### src/rtl/rlk_pkg.sv
package rlk_pkg;
  localparam int KIND_W = 2;
  localparam int HEAD_BIT = 0;
  localparam int TAIL_BIT = 1;
  typedef enum logic { MODE_SOURCE = 1'b0, MODE_TABLE = 1'b1 } route_mode_e;
endpackage

### src/rtl/rlk_src_strip.sv
module rlk_src_strip #(
  parameter int DATA_W  = 32,
  parameter int PORT_W  = 3,
  parameter int SEL_CNT = 4
) (
  input  logic [DATA_W-1:0] hdr_in,
  output logic [PORT_W-1:0] lead_port,
  output logic [DATA_W-1:0] hdr_out
);
  localparam int FIELD_W = PORT_W * SEL_CNT;

  function automatic logic [DATA_W-1:0] field_mask();
    logic [DATA_W-1:0] m;
    for (int i = 0; i < DATA_W; i++) m[i] = (i < FIELD_W);
    return m;
  endfunction

  function automatic logic [DATA_W-1:0] pop_select(input logic [DATA_W-1:0] h);
    logic [DATA_W-1:0] m;
    m = field_mask();
    return (h & ~m) | (((h & m) >> PORT_W) & m);
  endfunction

  assign lead_port = hdr_in[PORT_W-1:0];
  assign hdr_out   = pop_select(hdr_in);

  always_comb begin
    a_r3_top_slot_cleared: assert (hdr_out[FIELD_W-1 -: PORT_W] == '0);
  end
endmodule

### src/rtl/rlk_route_table.sv
module rlk_route_table #(
  parameter int PORT_W = 3,
  parameter int IDX_W  = 4
) (
  input  logic              clk,
  input  logic              rst_n,
  input  logic              wr_en,
  input  logic [IDX_W-1:0]  wr_addr,
  input  logic [PORT_W-1:0] wr_port,
  input  logic [IDX_W-1:0]  wr_next,
  input  logic [IDX_W-1:0]  rd_idx,
  output logic [PORT_W-1:0] rd_port,
  output logic [IDX_W-1:0]  rd_next
);
  localparam int DEPTH   = 1 << IDX_W;
  localparam int ENTRY_W = PORT_W + IDX_W;

  logic [ENTRY_W-1:0] entry_q [DEPTH];

  for (genvar e = 0; e < DEPTH; e++) begin : g_entry
    logic hit;
    assign hit = wr_en && (wr_addr == IDX_W'(e));
    always_ff @(posedge clk) begin
      if (!rst_n)   entry_q[e] <= '0;
      else if (hit) entry_q[e] <= {wr_port, wr_next};
    end
  end

  assign {rd_port, rd_next} = entry_q[rd_idx];

  a_r9_write_lands: assert property (@(posedge clk) disable iff (!rst_n)
    wr_en |=> entry_q[$past(wr_addr)] == {$past(wr_port), $past(wr_next)});
endmodule

### src/rtl/rlk_out_stage.sv
module rlk_out_stage #(
  parameter int W = 8
) (
  input  logic         clk,
  input  logic         rst_n,
  input  logic         up_valid,
  output logic         up_ready,
  input  logic [W-1:0] up_bits,
  output logic         dn_valid,
  input  logic         dn_ready,
  output logic [W-1:0] dn_bits
);
  logic         valid_q;
  logic [W-1:0] bits_q;

  assign up_ready = !valid_q || dn_ready;

  always_ff @(posedge clk) begin
    if (!rst_n) begin
      valid_q <= 1'b0;
      bits_q  <= '0;
    end else if (up_ready) begin
      valid_q <= up_valid;
      if (up_valid) bits_q <= up_bits;
    end
  end

  assign dn_valid = valid_q;
  assign dn_bits  = bits_q;

  a_r8_hold_when_stalled: assert property (@(posedge clk) disable iff (!rst_n)
    dn_valid && !dn_ready |=> dn_valid && $stable(dn_bits));
  a_r8_no_accept_when_full: assert property (@(posedge clk) disable iff (!rst_n)
    dn_valid && !dn_ready |-> !up_ready);
endmodule

### src/rtl/route_lookup.sv
module route_lookup
  import rlk_pkg::*;
#(
  parameter int DATA_W  = 32,
  parameter int PORT_W  = 3,
  parameter int SEL_CNT = 4,
  parameter int IDX_W   = 4
) (
  input  logic              clk,
  input  logic              rst_n,
  input  logic              route_mode,
  input  logic              in_valid,
  output logic              in_ready,
  input  logic [1:0]        in_kind,
  input  logic [DATA_W-1:0] in_data,
  output logic              out_valid,
  input  logic              out_ready,
  output logic [1:0]        out_kind,
  output logic [DATA_W-1:0] out_data,
  output logic [PORT_W-1:0] out_port,
  input  logic              tbl_we,
  input  logic [IDX_W-1:0]  tbl_addr,
  input  logic [PORT_W-1:0] tbl_port,
  input  logic [IDX_W-1:0]  tbl_next
);
  localparam int STAGE_W = KIND_W + DATA_W + PORT_W;

  function automatic logic [DATA_W-1:0] swap_index(input logic [DATA_W-1:0] h,
                                                   input logic [IDX_W-1:0] nxt);
    logic [DATA_W-1:0] r;
    for (int i = 0; i < DATA_W; i++) r[i] = (i < IDX_W) ? nxt[i] : h[i];
    return r;
  endfunction

  logic              fire, is_head;
  logic [PORT_W-1:0] src_port, tab_port, hold_port, port_d;
  logic [IDX_W-1:0]  tab_next;
  logic [DATA_W-1:0] src_hdr, tab_hdr, data_d;
  route_mode_e       mode;

  assign mode    = route_mode_e'(route_mode);
  assign fire    = in_valid && in_ready;
  assign is_head = in_kind[HEAD_BIT];

  rlk_src_strip #(.DATA_W(DATA_W), .PORT_W(PORT_W), .SEL_CNT(SEL_CNT)) u_strip (
    .hdr_in(in_data), .lead_port(src_port), .hdr_out(src_hdr));

  rlk_route_table #(.PORT_W(PORT_W), .IDX_W(IDX_W)) u_table (
    .clk(clk), .rst_n(rst_n), .wr_en(tbl_we), .wr_addr(tbl_addr),
    .wr_port(tbl_port), .wr_next(tbl_next), .rd_idx(in_data[IDX_W-1:0]),
    .rd_port(tab_port), .rd_next(tab_next));

  assign tab_hdr = swap_index(in_data, tab_next);

  always_comb begin
    if (is_head) begin
      port_d = (mode == MODE_TABLE) ? tab_port : src_port;
      data_d = (mode == MODE_TABLE) ? tab_hdr  : src_hdr;
    end else begin
      port_d = hold_port;
      data_d = in_data;
    end
  end

  always_ff @(posedge clk) begin
    if (!rst_n)                hold_port <= '0;
    else if (fire && is_head)  hold_port <= port_d;
  end

  rlk_out_stage #(.W(STAGE_W)) u_out (
    .clk(clk), .rst_n(rst_n), .up_valid(in_valid), .up_ready(in_ready),
    .up_bits({in_kind, data_d, port_d}), .dn_valid(out_valid),
    .dn_ready(out_ready), .dn_bits({out_kind, out_data, out_port}));

  a_r7_one_cycle: assert property (@(posedge clk) disable iff (!rst_n)
    fire |=> out_valid && out_kind == $past(in_kind));
  a_r2_lead_select: assert property (@(posedge clk) disable iff (!rst_n)
    fire && is_head && mode == MODE_SOURCE |=> out_port == $past(in_data[PORT_W-1:0]));
  a_r4_table_port: assert property (@(posedge clk) disable iff (!rst_n)
    fire && is_head && mode == MODE_TABLE |=> out_port == $past(tab_port));
  a_r6_body_untouched: assert property (@(posedge clk) disable iff (!rst_n)
    fire && !is_head |=> out_data == $past(in_data));
endmodule

### config.mk
export PLATFORM = sky130hd
export DESIGN_NAME = route_lookup
export DESIGN_NICKNAME = d
export VERILOG_FILES = /design/src/rtl/rlk_pkg.sv /design/src/rtl/rlk_src_strip.sv /design/src/rtl/rlk_route_table.sv /design/src/rtl/rlk_out_stage.sv /design/src/rtl/route_lookup.sv
export SDC_FILE = /design/constraint.sdc
export NUM_CORES = 1
export LEC_CHECK = 0
export BUFFER_PORTS_ARGS = -buffer_cell sky130_fd_sc_hd__buf_2
export CAP_MARGIN = 25
export CORE_MARGIN = 1.5
export CORE_UTILIZATION = 40
export CTS_BUF_LIST = sky130_fd_sc_hd__clkbuf_8
export CTS_CLUSTER_DIAMETER = 30
export DETAILED_ROUTE_END_ITERATION = 7
export GPL_TIMING_DRIVEN = 0
export SYNTH_ARGS = -nofsm -noshare
export SYNTH_HDL_FRONTEND = slang
export SYNTH_SLANG_ARGS = --single-unit
export TNS_END_PERCENT = 10
### constraint.sdc
create_clock -name clk -period 3.9 [get_ports clk]
set_input_delay 0.585 -clock clk [delete_from_list [all_inputs] [get_ports clk]]
set_output_delay 0.585 -clock clk [all_outputs]
set_load 0.05 [all_outputs]
# Word level (Yosys, flattened, before mapping)
# Memory sizes are Yosys's and may differ from the RTL's.
# Index checks and enable logic that the tools add are counted.
# op_classes
muxes,69
eq_ne,15
n_reduce_logical,22
bitwise_logic,17
# op_table
op,count
$mux 7,16
$mux 32,2
$mux 1,49
$eq 4x4->1 const B,8
$or 32x9->32,1
$logic_and 1x1->1,18
$eq 4x3->1 const B,4
$or 1x1->1,16
$eq 4x2->1 const B,2
$mux 3,2
$eq 4x1->1 const B,1
$logic_not 4->1,1
$reduce_and 2->1,1
$logic_not 1->1,1
$logic_or 1x1->1,1
# word_totals
mem_bits_rw,112
out_inout_bits,39
regBits,41
elab_cells,127
memories,1
# mem_list
memory,words,word_bits,read_ports,rd_clocked_by_memory_dff,wr,line_no,source
u_table.entry_q,16,7,1,0,16,rlk_route_table.sv:18,logic [ENTRY_W-1:0] entry_q [DEPTH];

# Longest topological paths before layout
# depth
ltp_word,6
mapped_depth,7
depth_no_buf,4

# Cells and area by module
# Synthesis repeated with hierarchy kept, for this count alone.
# unflattened
cells_unflattened,607
area_unflattened_um2,7787.5
# modules_own_cells
mod,area_each_um2,instances,cells_per_inst,seq_area_each_um2
rlk_route_table,5245.0,1,339,3363.2
rlk_out_stage,1557.7,1,165,760.7
route_lookup,718.2,1,67,60.1
rlk_src_strip,266.5,1,36,0.0

# Worst setup path before layout
# Ideal clock, no wire load.
# synth_path
path_kind,input-to-reg
startpoint,in tbl_addr[0]
endpoint,"mem u_table.entry_q[0][0] (netlist name), enable pin"
arrival_ns,1.781
t_required_ns,3.519
setup_slack_ns,1.738
stages,3
setup_time_ns,0.381
path_cell_list,or3b_2 clkbuf_1 o21ai_0
# synth_lines
element,line_no,source
"start, declared",route_lookup.sv:22,"input logic [IDX_W-1:0] tbl_addr,"
"end, declared",rlk_route_table.sv:18,

==> flow_summary.ini <==
[timing]
timing.final.max_slew_violations = 0
final-hold-violation-count = 0
timing.slew.headroom_pct = 30.0
setup_total_negative_slack_ns = 0
final-setup-viol-count = 0
maxClockFrequency_ghz = 0.457
rsz0062_at_grt = false
finalCritPeriodShare_pct = 56.1
hold_ws_ns = 0.386
tightestPinTransition_ns = 1.04
clock-skew-final_ns = 0.00780
final_critical_path_setup_slack_ns = 1.71
minimum_period_implied_by_the_final_worst_setup_slack_ns = 2.19

[hold_path]
hp-class = in2reg

[power_and_ir_drop]
share_seq_of_total_power_pct = 49.7
p_switching_mw = 0.928
clock_power_share_pct = 37.7
cellInternalPower_mw = 2.84
comb_power_share_pct = 12.5
p_per_area_mw_per_mm2 = 451
switching_share_pct = 24.6
vdd_ir_drop_max_uv = 257
power.total_mw = 3.77
p_leak_nw = 3.23

[placed_design]
pre_cts_slack_ns = 1.27
placed_cells_incl_taps = 889
port_buffers = 85
routabilityCongestion = 0.827
place_area_sq_mm = 0.00786
hpwlAfterDp_um = 13400

[cells_and_area]
post_route_design_area_sq_mm = 0.00835
antenna-diode-count = 0
flow.area_growth_from_synthesis_pct = 18.1
layout.nets = 736
layout-drive-gt1-share_pct = 26.2
final_core_util_pct = 48.3
fin_cells = 923

[logic_synthesis]
synth-seq-cells = 153
synthesis.instances = 566
synth_top_flop_cell = sky130_fd_sc_hd__edfxtp_1
synth-seq-area-share_pct = 59.2
syn_avg_cell_area_sq_um = 12.5
synth.yosys.warnings = 0
synth_fp_nets = 617
share_of_async_settable_or_async_resettable_flops_after_synthesis_pct = 0
synth.cell_area_sq_mm = 0.00707
synth_enable_flop_cells = 112
synth.distinct_cells = 44

[floorplan]
die_h_um = 136
i_o_pin_count = 90
core_sq_mm = 0.0173
start_util_pct = 40.9
die_width_um = 136
die_area_sq_mm = 0.0185
placement_rows = 48

[cts]
cts-root-buf = sky130_fd_sc_hd__clkbuf_8
number_of_post_cts_setup_repair_buffers = 0
ctsResizeCount = 0
cts.sinks = 153
post_cts_hold_buffer_count = 0
clock_insertion_delay_worst_skew_ns = 0.45
clock_tree_from_tritoncts = done
tritoncts.num_buffers = 17
clock_pin_transition_on_the_worst_setup_and_hold_timing_paths_ns = 0.08
maximum_root_to_sink_buffer_count = 2
cts-htree-levels = 4

[critical_path]
timing.critical_path.required_ns = 3.97
cp.buffers_inverters = 2
path_max_fanout = 8
critical_path.cell_chain = buf_2, or3b_2, clkbuf_1, o21ai_0
setup.worst_path.class = in2reg
timing.critical_path.to_type = register
cpMaxStageDelayCell = sky130_fd_sc_hd__o21ai_0
kind_of_cell_adding_the_most_delay_to_the_critical_path = compound AO/OA/AOI/OAI gates
setup.worst_path.start_class = input port
worst-endpoint-arrival_ns = 2.26
worst_path_largest_cell_delay_ns = 0.87

[drt]
drc = 0
post_drt_wl_per_cell_um = 19.4
via_count = 4857
ant_nets = 0
detailedRoute.firstIterationViolations = 326
routed_wirelength_um = 17900
drt_first_pass_iters = 5
via_per_inst = 5.26

[global_routing]
antenna_found_initial = 0
grtUsageTotal_pct = 20.2
overflow = 0
first_global_vias = 4763
grt_start_max_net_pins = 17
first_pass_grt_wire_length_um = 26800

[status]
status = complete, no violations

[flow_run]
drv_cap = 0
-- cells in the mapped netlist (12+ instances only) --
| library cell | count | share of area [%] |
|---|---|---|
| sky130_fd_sc_hd__a21boi_0 | 26 | 2.8 |
| sky130_fd_sc_hd__and2_1 | 116 | 10 |
| sky130_fd_sc_hd__clkbuf_1 | 23 | 1.2 |
| sky130_fd_sc_hd__dfxtp_1 | 41 | 12 |
| sky130_fd_sc_hd__edfxtp_1 | 112 | 48 |
| sky130_fd_sc_hd__mux2_2 | 12 | 1.9 |
| sky130_fd_sc_hd__mux2i_1 | 16 | 2.3 |
| sky130_fd_sc_hd__mux4_2 | 20 | 6.4 |
| sky130_fd_sc_hd__nand2_1 | 58 | 3.1 |
| sky130_fd_sc_hd__nand3_1 | 12 | 0.85 |
| sky130_fd_sc_hd__nor2_1 | 23 | 1.2 |
| sky130_fd_sc_hd__o21ai_0 | 20 | 1.4 |
-- path summary, 6_finish.rpt --
kind	startpoint	to	slack [ns]	cells after the start
setup / recovery	tbl_addr[0]	u_table.entry_q[4][1]	1.71	4
hold / removal	in_data[27]	u_out.dn_bits[30]	0.39	3
setup reg to reg	u_out.dn_valid	hold_port[2]	2.05	7
hold reg to reg	u_out.dn_bits[35]	u_out.dn_bits[35]	0.46	2
-- cell type report --
| cell class | count | area, sq um |
|---|---|---|
| flip-flops and latches | 153 | 4180 |
| inverters | 1 | 3.75 |
| well taps | 225 | 282 |
| multi-input cells | 374 | 2700 |
| clock inverters | 14 | 228 |
| fillers | 1591 | 8950 |
| repair buffers | 100 | 520 |
| clock buffers | 18 | 248 |
| plain buffers | 38 | 185 |
-- worst reg2reg max path, delay by kind of cell, from the launching register on --
family                 cells  cell delay, ns
buffers and inverters      3            0.82
AND/OR/NAND/NOR            3            0.49
flip-flops                 1            0.32
AO/OA/AOI/OAI              1            0.13
-- placed cells by master (no fill, tap or decap), types with 7 or more instances in the layout --
| cell | synthesis | final |
|---|---|---|
| sky130_fd_sc_hd__a21boi_0 | 26 | 26 |
| sky130_fd_sc_hd__and2_1 | 116 | 116 |
| sky130_fd_sc_hd__buf_2 | 6 | 97 |
| sky130_fd_sc_hd__buf_4 | 3 | 10 |
| sky130_fd_sc_hd__clkbuf_1 | 23 | 23 |
| sky130_fd_sc_hd__clkbuf_8 | 0 | 18 |
| sky130_fd_sc_hd__dfxtp_1 | 41 | 41 |
| sky130_fd_sc_hd__edfxtp_1 | 112 | 112 |
| sky130_fd_sc_hd__mux2_2 | 12 | 12 |
| sky130_fd_sc_hd__mux2i_1 | 16 | 16 |
| sky130_fd_sc_hd__mux4_2 | 20 | 20 |
| sky130_fd_sc_hd__nand2_1 | 58 | 58 |
| sky130_fd_sc_hd__nand2b_1 | 7 | 7 |
| sky130_fd_sc_hd__nand3_1 | 12 | 12 |
| sky130_fd_sc_hd__nor2_1 | 23 | 23 |
| sky130_fd_sc_hd__nor2b_1 | 7 | 7 |
| sky130_fd_sc_hd__nor3_1 | 7 | 7 |
| sky130_fd_sc_hd__o21ai_0 | 20 | 20 |
-- per-layer routing --
layer / track usage, % / wire, um / share of wire, %
met3: 4.66 / 1270 / 7.1
met4: 7.68 / 409 / 2.3
met2: 33.6 / 8440 / 47
met1: 25.7 / 7750 / 43
met5: 0 / 0 / 0
-- registers in the layout (all words and copies together), names as in the netlist --
name             flops
hold_port            3
u_out.dn_bits       37
u_out.dn_valid       1
u_table.entry_q    112
-- cells by family (layout without fill, tap and decap cells) --
kind of cell | after synthesis | count (layout) | share of synthesized area [%]
buffers and inverters | 39 | 171 | 2.67
AND/OR/NAND/NOR | 238 | 238 | 18.0
multiplexers | 53 | 53 | 11.5
AO/OA/AOI/OAI | 83 | 83 | 8.62
flip-flops | 153 | 153 | 59.2
-- power by group through the flow --
| stage | combinational [mW] | sequential [mW] | clock [mW] |
|---|---|---|---|
| 2_1_floorplan | 0.216 | 2.00 | 0 |
| 3_3_place_gp | 0.456 | 1.91 | 0 |
| 3_5_place_dp | 0.472 | 1.91 | 0 |
| 4_1_cts | 0.473 | 1.87 | 1.45 |
| 5_1_grt | 0.505 | 1.88 | 1.51 |
| 6_report | 0.473 | 1.87 | 1.42 |
Power figures use the tool's default switching activity.
